--- src/rtl/adc_rd_pkg.sv ---
package adc_rd_pkg;
  localparam int WORD_W   = 16;
  localparam int SAMPLE_W = 24;
  localparam int STAT_W   = 7;
  localparam int LSB_W    = SAMPLE_W - WORD_W;

  typedef enum logic [2:0] {
    ST_IDLE   = 3'd0,
    ST_RD1    = 3'd1,
    ST_GAP    = 3'd2,
    ST_RD2    = 3'd3,
    ST_STREAM = 3'd4
  } rd_state_e;
endpackage

--- src/rtl/adc_rd_sync.sv ---
// Reset release synchronizer plus data-ready edge detection.
module adc_rd_sync (
  input  logic clk,
  input  logic rst_n_i,
  input  logic drdy_n_i,
  output logic rst_int_n_o,
  output logic fall_o,
  output logic rise_o
);
  logic [1:0] rst_pipe_q;
  logic       drdy_q;

  always_ff @(posedge clk or negedge rst_n_i) begin
    if (!rst_n_i) begin
      rst_pipe_q <= 2'b00;
    end else begin
      rst_pipe_q <= {rst_pipe_q[0], 1'b1};
    end
  end

  assign rst_int_n_o = rst_pipe_q[1];

  always_ff @(posedge clk or negedge rst_int_n_o) begin
    if (!rst_int_n_o) begin
      drdy_q <= 1'b1;
    end else begin
      drdy_q <= drdy_n_i;
    end
  end

  assign fall_o = drdy_q & ~drdy_n_i;
  assign rise_o = ~drdy_q & drdy_n_i;
endmodule

--- src/rtl/adc_rd_seq.sv ---
// Read sequencer: two-read assembly in normal mode, held strobes in streaming.
module adc_rd_seq
  import adc_rd_pkg::*;
#(
  parameter int RD_LOW_CLKS = 3,
  parameter int GAP_CLKS    = 2
) (
  input  logic                clk,
  input  logic                rst_n,
  input  logic                mode_stream_i,
  input  logic                fall_i,
  input  logic                rise_i,
  input  logic [WORD_W-1:0]   bus_d_i,
  output logic                cs_n_o,
  output logic                rdwr_n_o,
  output logic                idle_o,
  output logic                cmpl_o,
  output logic [SAMPLE_W-1:0] cmpl_data_o,
  output logic [STAT_W-1:0]   cmpl_stat_o,
  output logic                cmpl_bad_o,
  output logic                push_o,
  output logic [WORD_W-1:0]   push_data_o
);
  localparam int CNT_MAX = (RD_LOW_CLKS > GAP_CLKS) ? RD_LOW_CLKS : GAP_CLKS;
  localparam int CNT_W   = (CNT_MAX < 2) ? 1 : $clog2(CNT_MAX);
  localparam logic [CNT_W-1:0] RD_LAST  = CNT_W'(RD_LOW_CLKS - 1);
  localparam logic [CNT_W-1:0] GAP_LAST = CNT_W'(GAP_CLKS - 1);

  rd_state_e         state_q, state_d;
  logic [CNT_W-1:0]  cnt_q, cnt_d;
  logic [WORD_W-1:0] word1_q;
  logic              word1_en;
  logic              bad_q, bad_d;
  logic              strobe_low;
  logic              rd_last, gap_last;

  assign rd_last  = (cnt_q == RD_LAST);
  assign gap_last = (cnt_q == GAP_LAST);

  always_comb begin
    state_d  = state_q;
    cnt_d    = cnt_q;
    bad_d    = bad_q;
    word1_en = 1'b0;
    cmpl_o   = 1'b0;
    unique case (state_q)
      ST_IDLE: begin
        cnt_d = '0;
        if (mode_stream_i) begin
          state_d = ST_STREAM;
        end else if (fall_i) begin
          state_d = ST_RD1;
          bad_d   = 1'b0;
        end
      end
      ST_RD1: begin
        if (fall_i) bad_d = 1'b1;
        if (rd_last) begin
          word1_en = 1'b1;
          state_d  = ST_GAP;
          cnt_d    = '0;
        end else begin
          cnt_d = cnt_q + 1'b1;
        end
      end
      ST_GAP: begin
        if (fall_i) bad_d = 1'b1;
        if (gap_last) begin
          state_d = ST_RD2;
          cnt_d   = '0;
        end else begin
          cnt_d = cnt_q + 1'b1;
        end
      end
      ST_RD2: begin
        if (rd_last) begin
          cmpl_o  = 1'b1;
          state_d = ST_IDLE;
          cnt_d   = '0;
        end else begin
          if (fall_i) bad_d = 1'b1;
          cnt_d = cnt_q + 1'b1;
        end
      end
      ST_STREAM: begin
        cnt_d = '0;
        if (!mode_stream_i) state_d = ST_IDLE;
      end
      default: begin
        state_d = ST_IDLE;
        cnt_d   = '0;
      end
    endcase
  end

  always_ff @(posedge clk or negedge rst_n) begin
    if (!rst_n) begin
      state_q <= ST_IDLE;
      cnt_q   <= '0;
      bad_q   <= 1'b0;
    end else begin
      state_q <= state_d;
      cnt_q   <= cnt_d;
      bad_q   <= bad_d;
    end
  end

  always_ff @(posedge clk or negedge rst_n) begin
    if (!rst_n) begin
      word1_q <= '0;
    end else if (word1_en) begin
      word1_q <= bus_d_i;
    end
  end

  assign strobe_low = (state_q == ST_RD1) || (state_q == ST_RD2) || (state_q == ST_STREAM);
  assign cs_n_o     = ~strobe_low;
  assign rdwr_n_o   = ~strobe_low;
  assign idle_o     = (state_q == ST_IDLE);

  assign cmpl_data_o = {word1_q, bus_d_i[WORD_W-1 -: LSB_W]};
  assign cmpl_stat_o = bus_d_i[STAT_W:1];
  assign cmpl_bad_o  = bad_q | fall_i;

  assign push_o      = (state_q == ST_STREAM) & rise_i;
  assign push_data_o = bus_d_i;
endmodule

--- src/rtl/adc_rd_sample_reg.sv ---
// Holding register for assembled samples with a valid/ready handshake.
module adc_rd_sample_reg
  import adc_rd_pkg::*;
(
  input  logic                clk,
  input  logic                rst_n,
  input  logic                load_i,
  input  logic [SAMPLE_W-1:0] data_i,
  input  logic [STAT_W-1:0]   stat_i,
  input  logic                bad_i,
  input  logic                ready_i,
  output logic                valid_o,
  output logic [SAMPLE_W-1:0] data_o,
  output logic [STAT_W-1:0]   stat_o,
  output logic                bad_o
);
  logic valid_d;

  always_comb begin
    valid_d = valid_o;
    if (valid_o && ready_i) valid_d = 1'b0;
    if (load_i)             valid_d = 1'b1;
  end

  always_ff @(posedge clk or negedge rst_n) begin
    if (!rst_n) begin
      valid_o <= 1'b0;
    end else begin
      valid_o <= valid_d;
    end
  end

  always_ff @(posedge clk or negedge rst_n) begin
    if (!rst_n) begin
      data_o <= '0;
      stat_o <= '0;
      bad_o  <= 1'b0;
    end else if (load_i) begin
      data_o <= data_i;
      stat_o <= stat_i;
      bad_o  <= bad_i;
    end
  end
endmodule

--- src/rtl/adc_rd_fifo.sv ---
// Small FIFO for streamed words; pushes into a full FIFO are dropped.
module adc_rd_fifo #(
  parameter int DEPTH = 4,
  parameter int W     = 16,
  localparam int PTR_W = (DEPTH < 2) ? 1 : $clog2(DEPTH),
  localparam int CNT_W = $clog2(DEPTH + 1)
) (
  input  logic             clk,
  input  logic             rst_n,
  input  logic             push_i,
  input  logic [W-1:0]     push_data_i,
  input  logic             ready_i,
  output logic             valid_o,
  output logic [W-1:0]     head_o,
  output logic [CNT_W-1:0] count_o
);
  localparam logic [PTR_W-1:0] PTR_LAST = PTR_W'(DEPTH - 1);
  localparam logic [CNT_W-1:0] CNT_FULL = CNT_W'(DEPTH);

  logic [W-1:0]     mem_q [DEPTH];
  logic [PTR_W-1:0] wr_ptr_q, wr_ptr_d, rd_ptr_q, rd_ptr_d;
  logic [CNT_W-1:0] count_d;
  logic             push_ok, pop;

  assign valid_o = (count_o != '0);
  assign pop     = valid_o & ready_i;
  assign push_ok = push_i & (count_o != CNT_FULL);
  assign head_o  = mem_q[rd_ptr_q];

  always_comb begin
    wr_ptr_d = wr_ptr_q;
    rd_ptr_d = rd_ptr_q;
    count_d  = count_o;
    if (push_ok) begin
      wr_ptr_d = (wr_ptr_q == PTR_LAST) ? '0 : wr_ptr_q + 1'b1;
    end
    if (pop) begin
      rd_ptr_d = (rd_ptr_q == PTR_LAST) ? '0 : rd_ptr_q + 1'b1;
    end
    case ({push_ok, pop})
      2'b10:   count_d = count_o + 1'b1;
      2'b01:   count_d = count_o - 1'b1;
      default: count_d = count_o;
    endcase
  end

  always_ff @(posedge clk or negedge rst_n) begin
    if (!rst_n) begin
      wr_ptr_q <= '0;
      rd_ptr_q <= '0;
      count_o  <= '0;
    end else begin
      wr_ptr_q <= wr_ptr_d;
      rd_ptr_q <= rd_ptr_d;
      count_o  <= count_d;
    end
  end

  for (genvar g = 0; g < DEPTH; g++) begin : g_slot
    always_ff @(posedge clk) begin
      if (push_ok && (wr_ptr_q == PTR_W'(g))) begin
        mem_q[g] <= push_data_i;
      end
    end
  end
endmodule

--- src/rtl/adc_rd_ctrl.sv ---
// Top: host-side read controller for a parallel-bus delta-sigma converter.
module adc_rd_ctrl
  import adc_rd_pkg::*;
#(
  parameter int RD_LOW_CLKS = 3,
  parameter int GAP_CLKS    = 2,
  parameter int FIFO_DEPTH  = 4
) (
  input  logic                clk,
  input  logic                rst_n,
  input  logic                mode_stream_i,
  input  logic                drdy_n_i,
  input  logic [15:0]         bus_d_i,
  output logic [15:0]         bus_d_o,
  output logic                bus_oe_o,
  output logic                cs_n_o,
  output logic                rdwr_n_o,
  output logic                idle_o,
  output logic                smp_valid_o,
  input  logic                smp_ready_i,
  output logic [23:0]         smp_data_o,
  output logic [6:0]          smp_status_o,
  output logic                smp_bad_o,
  output logic                str_valid_o,
  input  logic                str_ready_i,
  output logic [15:0]         str_data_o
);
  localparam int FCNT_W = $clog2(FIFO_DEPTH + 1);

  logic                rst_int_n;
  logic                fall, rise;
  logic                cmpl, cmpl_bad, push;
  logic [SAMPLE_W-1:0] cmpl_data;
  logic [STAT_W-1:0]   cmpl_stat;
  logic [WORD_W-1:0]   push_data;
  logic [FCNT_W-1:0]   fifo_count;

  assign bus_d_o  = '0;
  assign bus_oe_o = 1'b0;

  adc_rd_sync u_sync (
    .clk         (clk),
    .rst_n_i     (rst_n),
    .drdy_n_i    (drdy_n_i),
    .rst_int_n_o (rst_int_n),
    .fall_o      (fall),
    .rise_o      (rise)
  );

  adc_rd_seq #(
    .RD_LOW_CLKS (RD_LOW_CLKS),
    .GAP_CLKS    (GAP_CLKS)
  ) u_seq (
    .clk           (clk),
    .rst_n         (rst_int_n),
    .mode_stream_i (mode_stream_i),
    .fall_i        (fall),
    .rise_i        (rise),
    .bus_d_i       (bus_d_i),
    .cs_n_o        (cs_n_o),
    .rdwr_n_o      (rdwr_n_o),
    .idle_o        (idle_o),
    .cmpl_o        (cmpl),
    .cmpl_data_o   (cmpl_data),
    .cmpl_stat_o   (cmpl_stat),
    .cmpl_bad_o    (cmpl_bad),
    .push_o        (push),
    .push_data_o   (push_data)
  );

  adc_rd_sample_reg u_smp (
    .clk     (clk),
    .rst_n   (rst_int_n),
    .load_i  (cmpl),
    .data_i  (cmpl_data),
    .stat_i  (cmpl_stat),
    .bad_i   (cmpl_bad),
    .ready_i (smp_ready_i),
    .valid_o (smp_valid_o),
    .data_o  (smp_data_o),
    .stat_o  (smp_status_o),
    .bad_o   (smp_bad_o)
  );

  adc_rd_fifo #(
    .DEPTH (FIFO_DEPTH),
    .W     (WORD_W)
  ) u_fifo (
    .clk         (clk),
    .rst_n       (rst_int_n),
    .push_i      (push),
    .push_data_i (push_data),
    .ready_i     (str_ready_i),
    .valid_o     (str_valid_o),
    .head_o      (str_data_o),
    .count_o     (fifo_count)
  );
endmodule

--- config.mk ---
export PLATFORM = sky130hd
export DESIGN_NAME = adc_rd_ctrl
export DESIGN_NICKNAME = d
export VERILOG_FILES = /design/src/rtl/adc_rd_pkg.sv /design/src/rtl/adc_rd_sync.sv /design/src/rtl/adc_rd_seq.sv /design/src/rtl/adc_rd_sample_reg.sv /design/src/rtl/adc_rd_fifo.sv /design/src/rtl/adc_rd_ctrl.sv
export SDC_FILE = /design/constraint.sdc
export NUM_CORES = 1
export LEC_CHECK = 0
export BUFFER_PORTS_ARGS = -buffer_cell sky130_fd_sc_hd__buf_2
export CAP_MARGIN = 20
export CORE_MARGIN = 3
export CORE_UTILIZATION = 49
export CTS_CLUSTER_SIZE = 20
export DETAILED_ROUTE_END_ITERATION = 7
export PLACE_DENSITY_LB_ADDON = 0.1
export SKIP_LAST_GASP = 1
export SYNTH_ARGS = -nofsm -noshare
export SYNTH_HDL_FRONTEND = slang
export SYNTH_SLANG_ARGS = --single-unit
--- constraint.sdc ---
create_clock -name clk -period 3.5 [get_ports clk]
set_clock_uncertainty 0.2 [all_clocks]
set_input_delay 1.05 -clock clk [delete_from_list [all_inputs] [get_ports clk]]
set_output_delay 1.05 -clock clk [all_outputs]
set_load 0.02 [all_outputs]
Word level (Yosys, flattened, before mapping):

Memories as Yosys holds them, arrays and structs flattened.
Index checks and enable logic that the tools add are counted.

* bits in registers: 65
* bits in latches: 0
* bits in writable memories: 64
* memory bits (read-only): 0
* input bits: 22
* output and inout port bits: 70
* word-level logic and storage cells: 109
* memories: 1

* add/subtract/negate cells: 5
* multipliers: 0
* div/mod/pow operators: 0
* magnitude comparators: 0
* eq/ne operators: 21
* shifts and indexed selects: 0
* multiplexer cells: 40
* bitwise logic cells: 9
* reduce and logical (&&, ||, !) cells: 20

Memory list
* u_fifo.mem_q: depth 4, bits a word 16, rd ports 1, clocked after Yosys merged registers in 0, wr ports 1, RTL line adc_rd_fifo.sv:20 `logic [W-1:0] mem_q [DEPTH];`

Operators by type and width (count)
* 2-to-1 mux 16 bit: 3
* OR reduction 16 bit: 3
* 2-to-1 mux 1 bit: 20
* 2-to-1 mux 3 bit: 6
* case mux 3 bit (5 select lines): 1
* 2-to-1 mux 2 bit: 7
* == test 2 bit, second input constant: 5
* != test 2 x 1 -> 1 bit, second input constant: 4
* adder 2 x 1 -> 2 bit, second input constant: 3
* == test 2 x 1 -> 1 bit, second input constant: 3
* == test 3 x 2 -> 1 bit, second input constant: 2
* != test 2 bit, second input constant: 3
* case mux 3 bit (2 select lines): 1
* nonzero test 3 bit: 2
* bitwise AND 1 bit: 5
* logical AND 1 bit: 5
* AND reduction 5 bit: 1
* case mux 2 bit (2 select lines): 1
* AND reduction 4 bit: 1
* nonzero test 2 bit: 2
* OR reduction 2 bit: 2
* adder 3 x 1 -> 3 bit, second input constant: 1
* == test 3 x 1 -> 1 bit, second input constant: 1
* == test 3 bit, second input constant: 1
* other kinds (9): 12

Longest topological paths before layout:

Gate-level depths: netlist of run 1.

* word-level depth: 11
* gate-level depth with buffers: 10
* gate-level depth less buffers: 9

By module:

Synthesis of run 1 repeated with hierarchy kept, for this count alone.

* cells, all modules: 319
* area total of the unflattened synthesis: 5599.1 um^2

Modules (own cells, without submodules)
* adc_rd_fifo: times used 1, cells an instance 124, area each 2801.4 um^2, seq. area each 2097.0 um^2
* adc_rd_sample_reg: times used 1, cells an instance 71, area each 1377.6 um^2, seq. area each 825.8 um^2
* adc_rd_seq: times used 1, cells an instance 100, area each 1193.6 um^2, seq. area each 550.5 um^2
* adc_rd_ctrl: times used 1, cells an instance 18, area each 131.4 um^2, seq. area each 0.0 um^2
* adc_rd_sync: times used 1, cells an instance 6, area each 95.1 um^2, seq. area each 76.3 um^2

Worst setup path before layout of run 1:

Ideal clock, no wire load.

* path type: register to output
* start point: register u_fifo.rd_ptr_q[0]
* end point: output port str_data_o[10]
* data arrival time: 1.487 ns
* required time: 2.250 ns
* path slack: 0.763 ns
* cell stages (with the launch flop): 4
* path buffers: 2
* cell sequence: dfrtp_1 > buf_2 > buf_2 > mux4_2

* word-level cells in the longest chain between the ends: 1

RTL lines
* from (decl): RTL line adc_rd_fifo.sv:21 `logic [PTR_W-1:0] wr_ptr_q, wr_ptr_d, rd_ptr_q, rd_ptr_d;`
* from (signal assigned): RTL line adc_rd_fifo.sv:54 `rd_ptr_q <= rd_ptr_d;`
* memory (4 x 16 bit)
* to (decl): RTL line adc_rd_ctrl.sv:26 `output logic [15:0] str_data_o`

Every way passes these cells.

Final worst setup path of run 1:

* start point: register u_fifo.rd_ptr_q[0]
* end point: output port str_data_o[7]

The elaborated chain is that of the path after synthesis.

==> impl_metrics.toml, run 1 <==
[run_status]
status = "finished clean"

[power]
p_total_mw = 4.50
leakagePower_nw = 2.82
power_density_nw_per_um2 = 717
vdd.ir_drop.worst_uv = 371

[placed_design]
io_buffers = 74
dp_slack_ns = 0.639
gp_congestion = 0.744
hpwl_um = 5930

[critical_path]
cp_slowest_cell = "dfrtp_1"
path_max_fanout = 13
path_buf_inv = 2
startpoint_type = "register"
cpPeakStageDelay_ns = 0.55
critPathArrivalTime_ns = 1.98
crit_path_end = "str_data_o[7]"
critical-path-top-delay-family = "flip-flops"
r2r-start = "u_seq.state_q[0]"
crit_path_end_kind = "output pin"
path_depth = 3
worstPathRequired_ns = 2.25
crit_path_start = "u_fifo.rd_ptr_q[0]"
r2r-end = "u_fifo.count_o[2]"
r2r_cells = 9
critical_path_class = "reg -> out"
crit_chain = "buf_12 > mux4_2 > buf_2"
worst-r2r-setup-slack_ns = 1.00

[global_route]
grt_max_degree = 39
grt_pass1_vias = 2685
grt_use_total_pct = 16.4
antenna_found_initial = 0
grt_pass1_wl_um = 14100
grt.overflow.total = 0

[routing]
vias = 2610
firstDrtPassIters = 6
drc = 0
viasPerCell = 4.98
routed_wirelength_um = 9020
drt_iter0_markers = 119
ant_nets = 0
wl_per_cell_um = 17.2

[synth]
synth_async_sr_flop_share_pct = 50.4
yosysWarnings = 0
syn_inst = 287
ys_seq_elements = 129
synth_top_area_share_pct = 36.2
synth_commonest_cells = "dfrtp_1 (64), edfxtp_1 (64), mux2_4 (28), mux2_2 (24), buf_4 (20)"
synth-edff-count = 64
synth_cell_types = 40
synth_largest_area_cell = "edfxtp_1"
seq_area_frac_synth_pct = 66.9
synth.area.top_cells = "edfxtp_1 (36%), dfrtp_1 (30%), mux2_4 (7.9%)"
synth_flop_cell = "edfxtp_1"
syn_area_um2 = 5310
avgSynthCellArea_um2 = 18.5

[timing]
finalCritPeriodShare_pct = 92.2
rsz0062_at_grt = "false"
fmax_mhz = 310
postLayoutSetupSlackWorst_ns = 0.272
relSlewSlack_pct = 36.3
period_needed_ns = 3.23
tns_ns = 0
drv_slew = 0
hold_viol_final = 0
worst_pin_slew_ns = 0.955
setup_violations = 0

[die]
dieHeight_um = 110
die_w_um = 110
io_pins = 92
coreArea_um2 = 10400
rows = 37
die-area_um2 = 12100
start_util_pct = 50.9

[cts]
post_cts_resized = 0
clockBufferDepth = 2
cts_sinks = 129
cts_setup_buffers = 0
cts_tree = "built"
cts_root_buf = "clkbuf_8"
cts_buffers = 17
holdBufCountCts = 0
clk_latency_ns = 0.51
clkTransAtPathRegs_ns = 0.06
cts_max_level = 4

[min_path]
hold_path.class = "in -> async"

[finish]
num-fill-cells = 799
area_growth_pct = 18.3
drive_gt1_share_pct = 48.5
antenna_cells = 0
final_nets = 404

[flow_run]
max_cap_violations = 0
==> routing by layer <==
metal  vias to the layer above  GRT usage, %  wire (µm)
met5                         -             0          0
met3                        13          5.30        482
met2                        71          24.7       4160
met4                         0          6.68        131
li1                       1197             -          -
met1                      1329          22.1       4250
==> power breakdown <==
group          switching, mW  total [mW]  internal, mW  leakage [nW]
registers              0.176        1.95          1.77          1.42
logic                  0.477       0.950         0.472          1.14
clock network          0.599        1.60          1.00         0.259
==> cell usage in the layout, fill, tap and decap left out, drive strengths merged, types with 2 or more instances in the layout <==
cell type	instances
nor2	9
xor2	3
edfxtp	64
nand2	2
or3b	2
conb	18
clkinvlp	3
dfrtp	64
clkbuf	21
mux2	52
nand2b	2
clkinv	6
and2	5
bufinv	2
ha	6
nor3	2
nand3b	2
inv	9
buf	83
mux2i	3
mux4	16
==> final cells by class <==
cell class | instances | area (µm²) | area share, %
clock inverter | 11 | 115 | 1.83
clock buffer | 21 | 429 | 6.84
sequential | 129 | 3550 | 56.6
inverter | 9 | 33.8 | 0.538
timing repair buffer | 83 | 450 | 7.18
tap | 136 | 170 | 2.71
multi-input combinational | 135 | 1530 | 24.3
==> worst min path at each step <==
stage / start / to / slack, ns / depth (start not counted)
3_5_place_dp: u_sync.rst_pipe_q[0] / u_sync.rst_pipe_q[1] / 0.14 / 0
5_1_grt: rst_n / u_sync.rst_pipe_q[0] / 0.08 / 1
6_report: rst_n / u_sync.rst_pipe_q[0] / 0.11 / 1
4_1_cts: rst_n / u_sync.rst_pipe_q[0] / 0.09 / 1
2_1_floorplan: u_sync.rst_pipe_q[0] / u_sync.rst_pipe_q[1] / 0.13 / 0
3_3_place_gp: u_sync.rst_pipe_q[0] / u_sync.rst_pipe_q[1] / 0.14 / 0
==> per-stage QoR <==
stage | utilization, % | cells | area, µm² | hold WS (ns)
finish | 60.3 | 524 | 6280 | 0.110
global route | 60.3 | 524 | 6280 | 0.0849
CTS | 60.3 | 524 | 6280 | 0.0889
detailed placement | 55.0 | 492 | 5730 | 0.140
global placement | 55.0 | 492 | 5730 | 0.139
floorplan | - | 303 | 5370 | 0.131
==> kinds of logic (layout without fill, tap and decap cells) <==
kind of cell / Yosys count / in the layout / share of synthesized area (%)
AND/OR/NAND/NOR: 27 / 27 / 3.21
buffers and inverters: 39 / 124 / 5.45
flip-flops: 129 / 129 / 66.9
multiplexers: 71 / 71 / 20.4
adder cells (fa/ha/maj): 7 / 7 / 1.79
XOR/XNOR: 4 / 4 / 0.660
other: 2 / 18 / 0.142
AO/OA/AOI/OAI: 8 / 8 / 1.46
==> flip-flops by register name, indices dropped and copies added (netlist names), 2 cells and up <==
name and count:
u_sync.rst_pipe_q 2, u_fifo.mem_q 64, u_fifo.count_o 3, u_smp.data_o 24, u_seq.state_q 3, u_fifo.wr_ptr_q 2
u_seq.cnt_q 2, u_seq.word1_q 16, u_fifo.rd_ptr_q 2, u_smp.stat_o 7
Power figures use the tool's default switching activity.
==> inputs of run 2 (changes only) <==
--- a/config.mk
+++ b/config.mk
@@ -7,8 +7,10 @@
 export LEC_CHECK = 0
 export BUFFER_PORTS_ARGS = -buffer_cell sky130_fd_sc_hd__buf_2
 export CAP_MARGIN = 20
+export CELL_PAD_IN_SITES_DETAIL_PLACEMENT = 1
+export CELL_PAD_IN_SITES_GLOBAL_PLACEMENT = 2
 export CORE_MARGIN = 3
-export CORE_UTILIZATION = 49
+export CORE_UTILIZATION = 44
 export CTS_CLUSTER_SIZE = 20
 export DETAILED_ROUTE_END_ITERATION = 7
 export PLACE_DENSITY_LB_ADDON = 0.1
==> run 2 against run 1 <==
  * Routed wire length is 14% higher
  * Die area is 11% higher
  * Combinational power is 4.8% higher
  * Clock-buffer cell count is 2 lower
  * First-iteration DRC count is 18% higher
  * Critical path depth stayed put
  * Register-to-register slack worse by 0.04 ns
  * Sequential cell count stayed put
  * Critical path type unchanged
==> impl_metrics.toml, run 2 (synthesis gave the netlist of run 1 again) <==
[finish]
antenna_cells = 0
final_cell_mix = "buf_2 (74), edfxtp_1 (64), dfrtp_1 (63), mux2_4 (28), mux2_2 (24)"
largestRegisters = "u_fifo.mem_q: 64 flops, u_smp.data_o: 24 flops, u_seq.word1_q: 16 flops"
final_nets = 405
drive_gt1_share_pct = 49.9
largest_register_ffs = 64
area_growth_pct = 21.1
top_register = "u_fifo.mem_q"
instances_no_fill = 532
num-fill-cells = 1109
layout_commonest_cell = "buf_2"
utilization_pct = 55.3

[placed_design]
hpwl_um = 6640
dp_cells = 499
gp_congestion = 0.668
io_buffers = 74

[die]
rows = 39
die-area_um2 = 13400
die_w_um = 116
dieHeight_um = 116
start_util_pct = 45.7
coreArea_um2 = 11600
io_pins = 92

[global_route]
grt.overflow.total = 0
antenna_found_initial = 0
grt_pass1_wl_um = 16100
grt_use_total_pct = 16.5
grt_max_degree = 48
grt_pass1_vias = 2914

[critical_path]
r2r-start = "u_seq.state_q[0]"
critical_path_class = "reg -> out"
critPathArrivalTime_ns = 1.94
critical-path-top-delay-family = "flip-flops"
worstPathRequired_ns = 2.25
startpoint_type = "register"
crit_chain = "buf_12 > mux4_2 > buf_2"
path_depth = 3
cpPeakStageDelay_ns = 0.61
path_buf_inv = 2
worst-r2r-setup-slack_ns = 0.96
cp_slowest_cell = "dfrtp_1"
r2r_cells = 9
path_max_fanout = 12
crit_path_end_kind = "output pin"
r2r-end = "u_fifo.count_o[2]"

[timing]
period_needed_ns = 3.19
fmax_mhz = 313
hold_viol_final = 0
relSlewSlack_pct = 47.9
finalCritPeriodShare_pct = 91.2
worst_pin_slew_ns = 0.781
setup_violations = 0
drv_slew = 0
rsz0062_at_grt = "false"
tns_ns = 0

[routing]
drc = 0
vias = 2680
wl_per_cell_um = 19.4
firstDrtPassIters = 4
ant_nets = 0
viasPerCell = 5.04
drt_iter0_markers = 141
routed_wirelength_um = 10300

[run_status]
status = "finished clean"

[cts]
cts_setup_buffers = 0
cts_max_level = 4
cts_buffers = 17
holdBufCountCts = 0
cts_root_buf = "clkbuf_16"
clkTransAtPathRegs_ns = 0.06
clk_latency_ns = 0.41
cts_sinks = 129
clockBufferDepth = 2
post_cts_resized = 0
cts_tree = "built"

[power]
vdd.ir_drop.worst_uv = 407
power_density_nw_per_um2 = 760
leakagePower_nw = 2.88

[flow_run]
max_cap_violations = 0

[min_path]
hold_path.class = "reg -> async"
[run 2: layer usage]
metal	GRT usage, %	share of wire, %
met5	0	0
met1	21.3	45
met4	6.50	1.2
met2	26.1	49
met3	5.54	5.3
[run 2: worst max-delay path by stage]
stage                       start           endpoint
2_1_floorplan  u_fifo.rd_ptr_q[0]     str_data_o[10]
3_3_place_gp             drdy_n_i  u_fifo.count_o[2]
3_5_place_dp             drdy_n_i  u_fifo.count_o[2]
4_1_cts        u_fifo.rd_ptr_q[0]      str_data_o[6]
5_1_grt        u_fifo.rd_ptr_q[0]      str_data_o[6]
6_report       u_fifo.rd_ptr_q[0]      str_data_o[6]
[run 2: final cells by class]
class | count | area, µm² | area share [%]
multi-input combinational | 135 | 1530 | 23.9
clock inverter | 13 | 206 | 3.21
inverter | 9 | 33.8 | 0.526
tap | 143 | 179 | 2.78
clock buffer | 19 | 453 | 7.05
sequential | 129 | 3550 | 55.3
timing repair buffer | 84 | 470 | 7.32
[run 2: power by group]
part	switching, mW	internal, mW	leakage [nW]
registers	0.171	1.77	1.42
clock network	0.642	1.30	0.319
logic	0.512	0.483	1.15
total	1.33	3.56	2.88
[run 2: through the flow]
| stage | hold slack (ns) | worst slack (ns) | cell area [µm²] | total power, mW |
|---|---|---|---|---|
| 3_5_place_dp | 0.148 | 0.608 | 5750 | 2.99 |
| 6_report | 0.0166 | 0.307 | 6430 | 4.88 |
| 2_1_floorplan | 0.131 | 0.763 | 5370 | 2.70 |
| 4_1_cts | 0.164 | 0.263 | 6410 | 4.96 |
| 5_1_grt | 0.0594 | 0.162 | 6430 | 5.14 |
| 3_3_place_gp | 0.142 | 0.678 | 5750 | 2.96 |
==> inputs of run 3 (changes only) <==
--- a/config.mk
+++ b/config.mk
@@ -5,7 +5,7 @@
 export SDC_FILE = /design/constraint.sdc
 export NUM_CORES = 1
 export LEC_CHECK = 0
-export BUFFER_PORTS_ARGS = -buffer_cell sky130_fd_sc_hd__buf_2
+export BUFFER_PORTS_ARGS = -buffer_cell sky130_fd_sc_hd__buf_4
 export CAP_MARGIN = 20
 export CELL_PAD_IN_SITES_DETAIL_PLACEMENT = 1
 export CELL_PAD_IN_SITES_GLOBAL_PLACEMENT = 2
==> run 3 against run 2 <==
  * First-iteration DRC count is 2.8% higher
  * Worst hold slack better by 0.14 ns
  * Combinational power grew 9%
  * Highest routed layer unchanged
  * Critical endpoint is now str_data_o[13]
  * Final area increased by 2.0%
  * Sequential cell count unchanged
  * Clock-buffer cell count grew 3
  * Die area unchanged
  * Non-clock buffer count unchanged
==> impl_metrics.toml, run 3 (synthesis gave the netlist of run 1 again) <==
[cts]
clockBufferDepth = 2
cts_max_level = 4
cts_tree = "built"
cts_sinks = 129
post_cts_resized = 0
cts_root_buf = "clkbuf_16"
holdBufCountCts = 0
cts_setup_buffers = 0
cts_buffers = 17
clkTransAtPathRegs_ns = 0.05
clk_latency_ns = 0.42

[timing]
setup_violations = 0
drv_slew = 0
tns_ns = 0
fmax_mhz = 315
hold_slack_ns = 0.156
postLayoutSetupSlackWorst_ns = 0.324
relSlewSlack_pct = 43.7
hold_viol_final = 0
rsz0062_at_grt = "false"
period_needed_ns = 3.18
finalCritPeriodShare_pct = 90.7
worst_pin_slew_ns = 0.845

[critical_path]
cp_slowest_cell = "dfrtp_1"
worstPathRequired_ns = 2.25
critPathArrivalTime_ns = 1.93
path_buf_inv = 2
path_max_fanout = 8
r2r-start = "u_seq.state_q[0]"
crit_path_start = "u_fifo.rd_ptr_q[0]"
path_depth = 3
r2r_cells = 9
crit_chain = "buf_4 > mux4_2 > buf_4"
crit_path_end_kind = "output pin"
critical-path-top-delay-family = "flip-flops"
worst-r2r-setup-slack_ns = 0.92
cpPeakStageDelay_ns = 0.53
critical_path_class = "reg -> out"
startpoint_type = "register"
r2r-end = "u_fifo.count_o[2]"
crit_top_cell = "buf_4"
crit_path_end = "str_data_o[13]"

[routing]
ant_nets = 0
routed_wirelength_um = 10800
viasPerCell = 5.10
firstDrtPassIters = 4
wl_per_cell_um = 20.3
drt_iter0_markers = 145
vias = 2712
drc = 0

[global_route]
grt_use_total_pct = 17.5
antenna_found_initial = 0
grt_pass1_wl_um = 16800
grt_pass1_vias = 3019
grt.overflow.total = 0
grt_max_degree = 38

[flow_run]
max_cap_violations = 0

[finish]
final_area_um2 = 6560
antenna_cells = 0
utilization_pct = 56.5
final_cell_mix = "buf_4 (84), edfxtp_1 (64), dfrtp_1 (63), mux2_4 (28), mux2_2 (24)"
largestRegisters = "u_fifo.mem_q: 64 flops, u_smp.data_o: 24 flops, u_seq.word1_q: 16 flops"
num-fill-cells = 1069
drive_gt1_share_pct = 49.1
regArea_um2 = 3550
multi_input_area_um2 = 1530
top_register = "u_fifo.mem_q"
final_nets = 405
area_growth_pct = 23.6
largest_register_ffs = 64
layout_commonest_cell = "buf_4"
instances_no_fill = 532

[die]
rows = 39
coreArea_um2 = 11600
die-area_um2 = 13400
io_pins = 92
dieHeight_um = 116
start_util_pct = 45.7
die_w_um = 116

[placed_design]
io_buffers = 74
gp_congestion = 0.715
hpwl_um = 6780
dpl_cell_area_um2 = 5930
dp_cells = 500
dp_slack_ns = 0.600

[run_status]
status = "finished clean"

[min_path]
worstHoldStart = "u_sync.rst_pipe_q[0]"
hold_path.class = "reg -> reg"

[power]
p_total_mw = 4.90
leakagePower_nw = 2.91
power_density_nw_per_um2 = 747
vdd.ir_drop.worst_uv = 448
[run 3: how the worst min path moves through the flow]
stage | depth (start not counted) | slack [ns] | endpoint
floorplan | 0 | 0.13 | u_sync.rst_pipe_q[1]
global placement | 0 | 0.14 | u_sync.rst_pipe_q[1]
detailed placement | 0 | 0.14 | u_sync.rst_pipe_q[1]
CTS | 0 | 0.16 | u_sync.rst_pipe_q[1]
global route | 0 | 0.16 | u_sync.rst_pipe_q[1]
finish | 0 | 0.16 | u_sync.rst_pipe_q[1]
[run 3: final cells by class]
class	count	share of cell area (%)
Inverter	9	0.515
Multi-Input combinational cell	135	23.4
Tap cell	143	2.73
Timing Repair Buffer	84	9.62
Clock buffer	22	7.23
Sequential cell	129	54.2
Clock inverter	10	2.39
[run 3: routing by layer]
metal | global-route usage, % | up-vias | wire [µm]
met5 | 0 | - | 0
met4 | 5.34 | 0 | 114
met3 | 6.74 | 12 | 482
met2 | 27.6 | 65 | 5380
met1 | 22.5 | 1439 | 4810
li1 | - | 1196 | -
[run 3: power by group]
| part | internal, mW | switching, mW |
|---|---|---|
| Combinational | 0.549 | 0.538 |
| Sequential | 1.77 | 0.159 |
| Clock | 1.24 | 0.635 |
| Total | 3.57 | 1.33 |
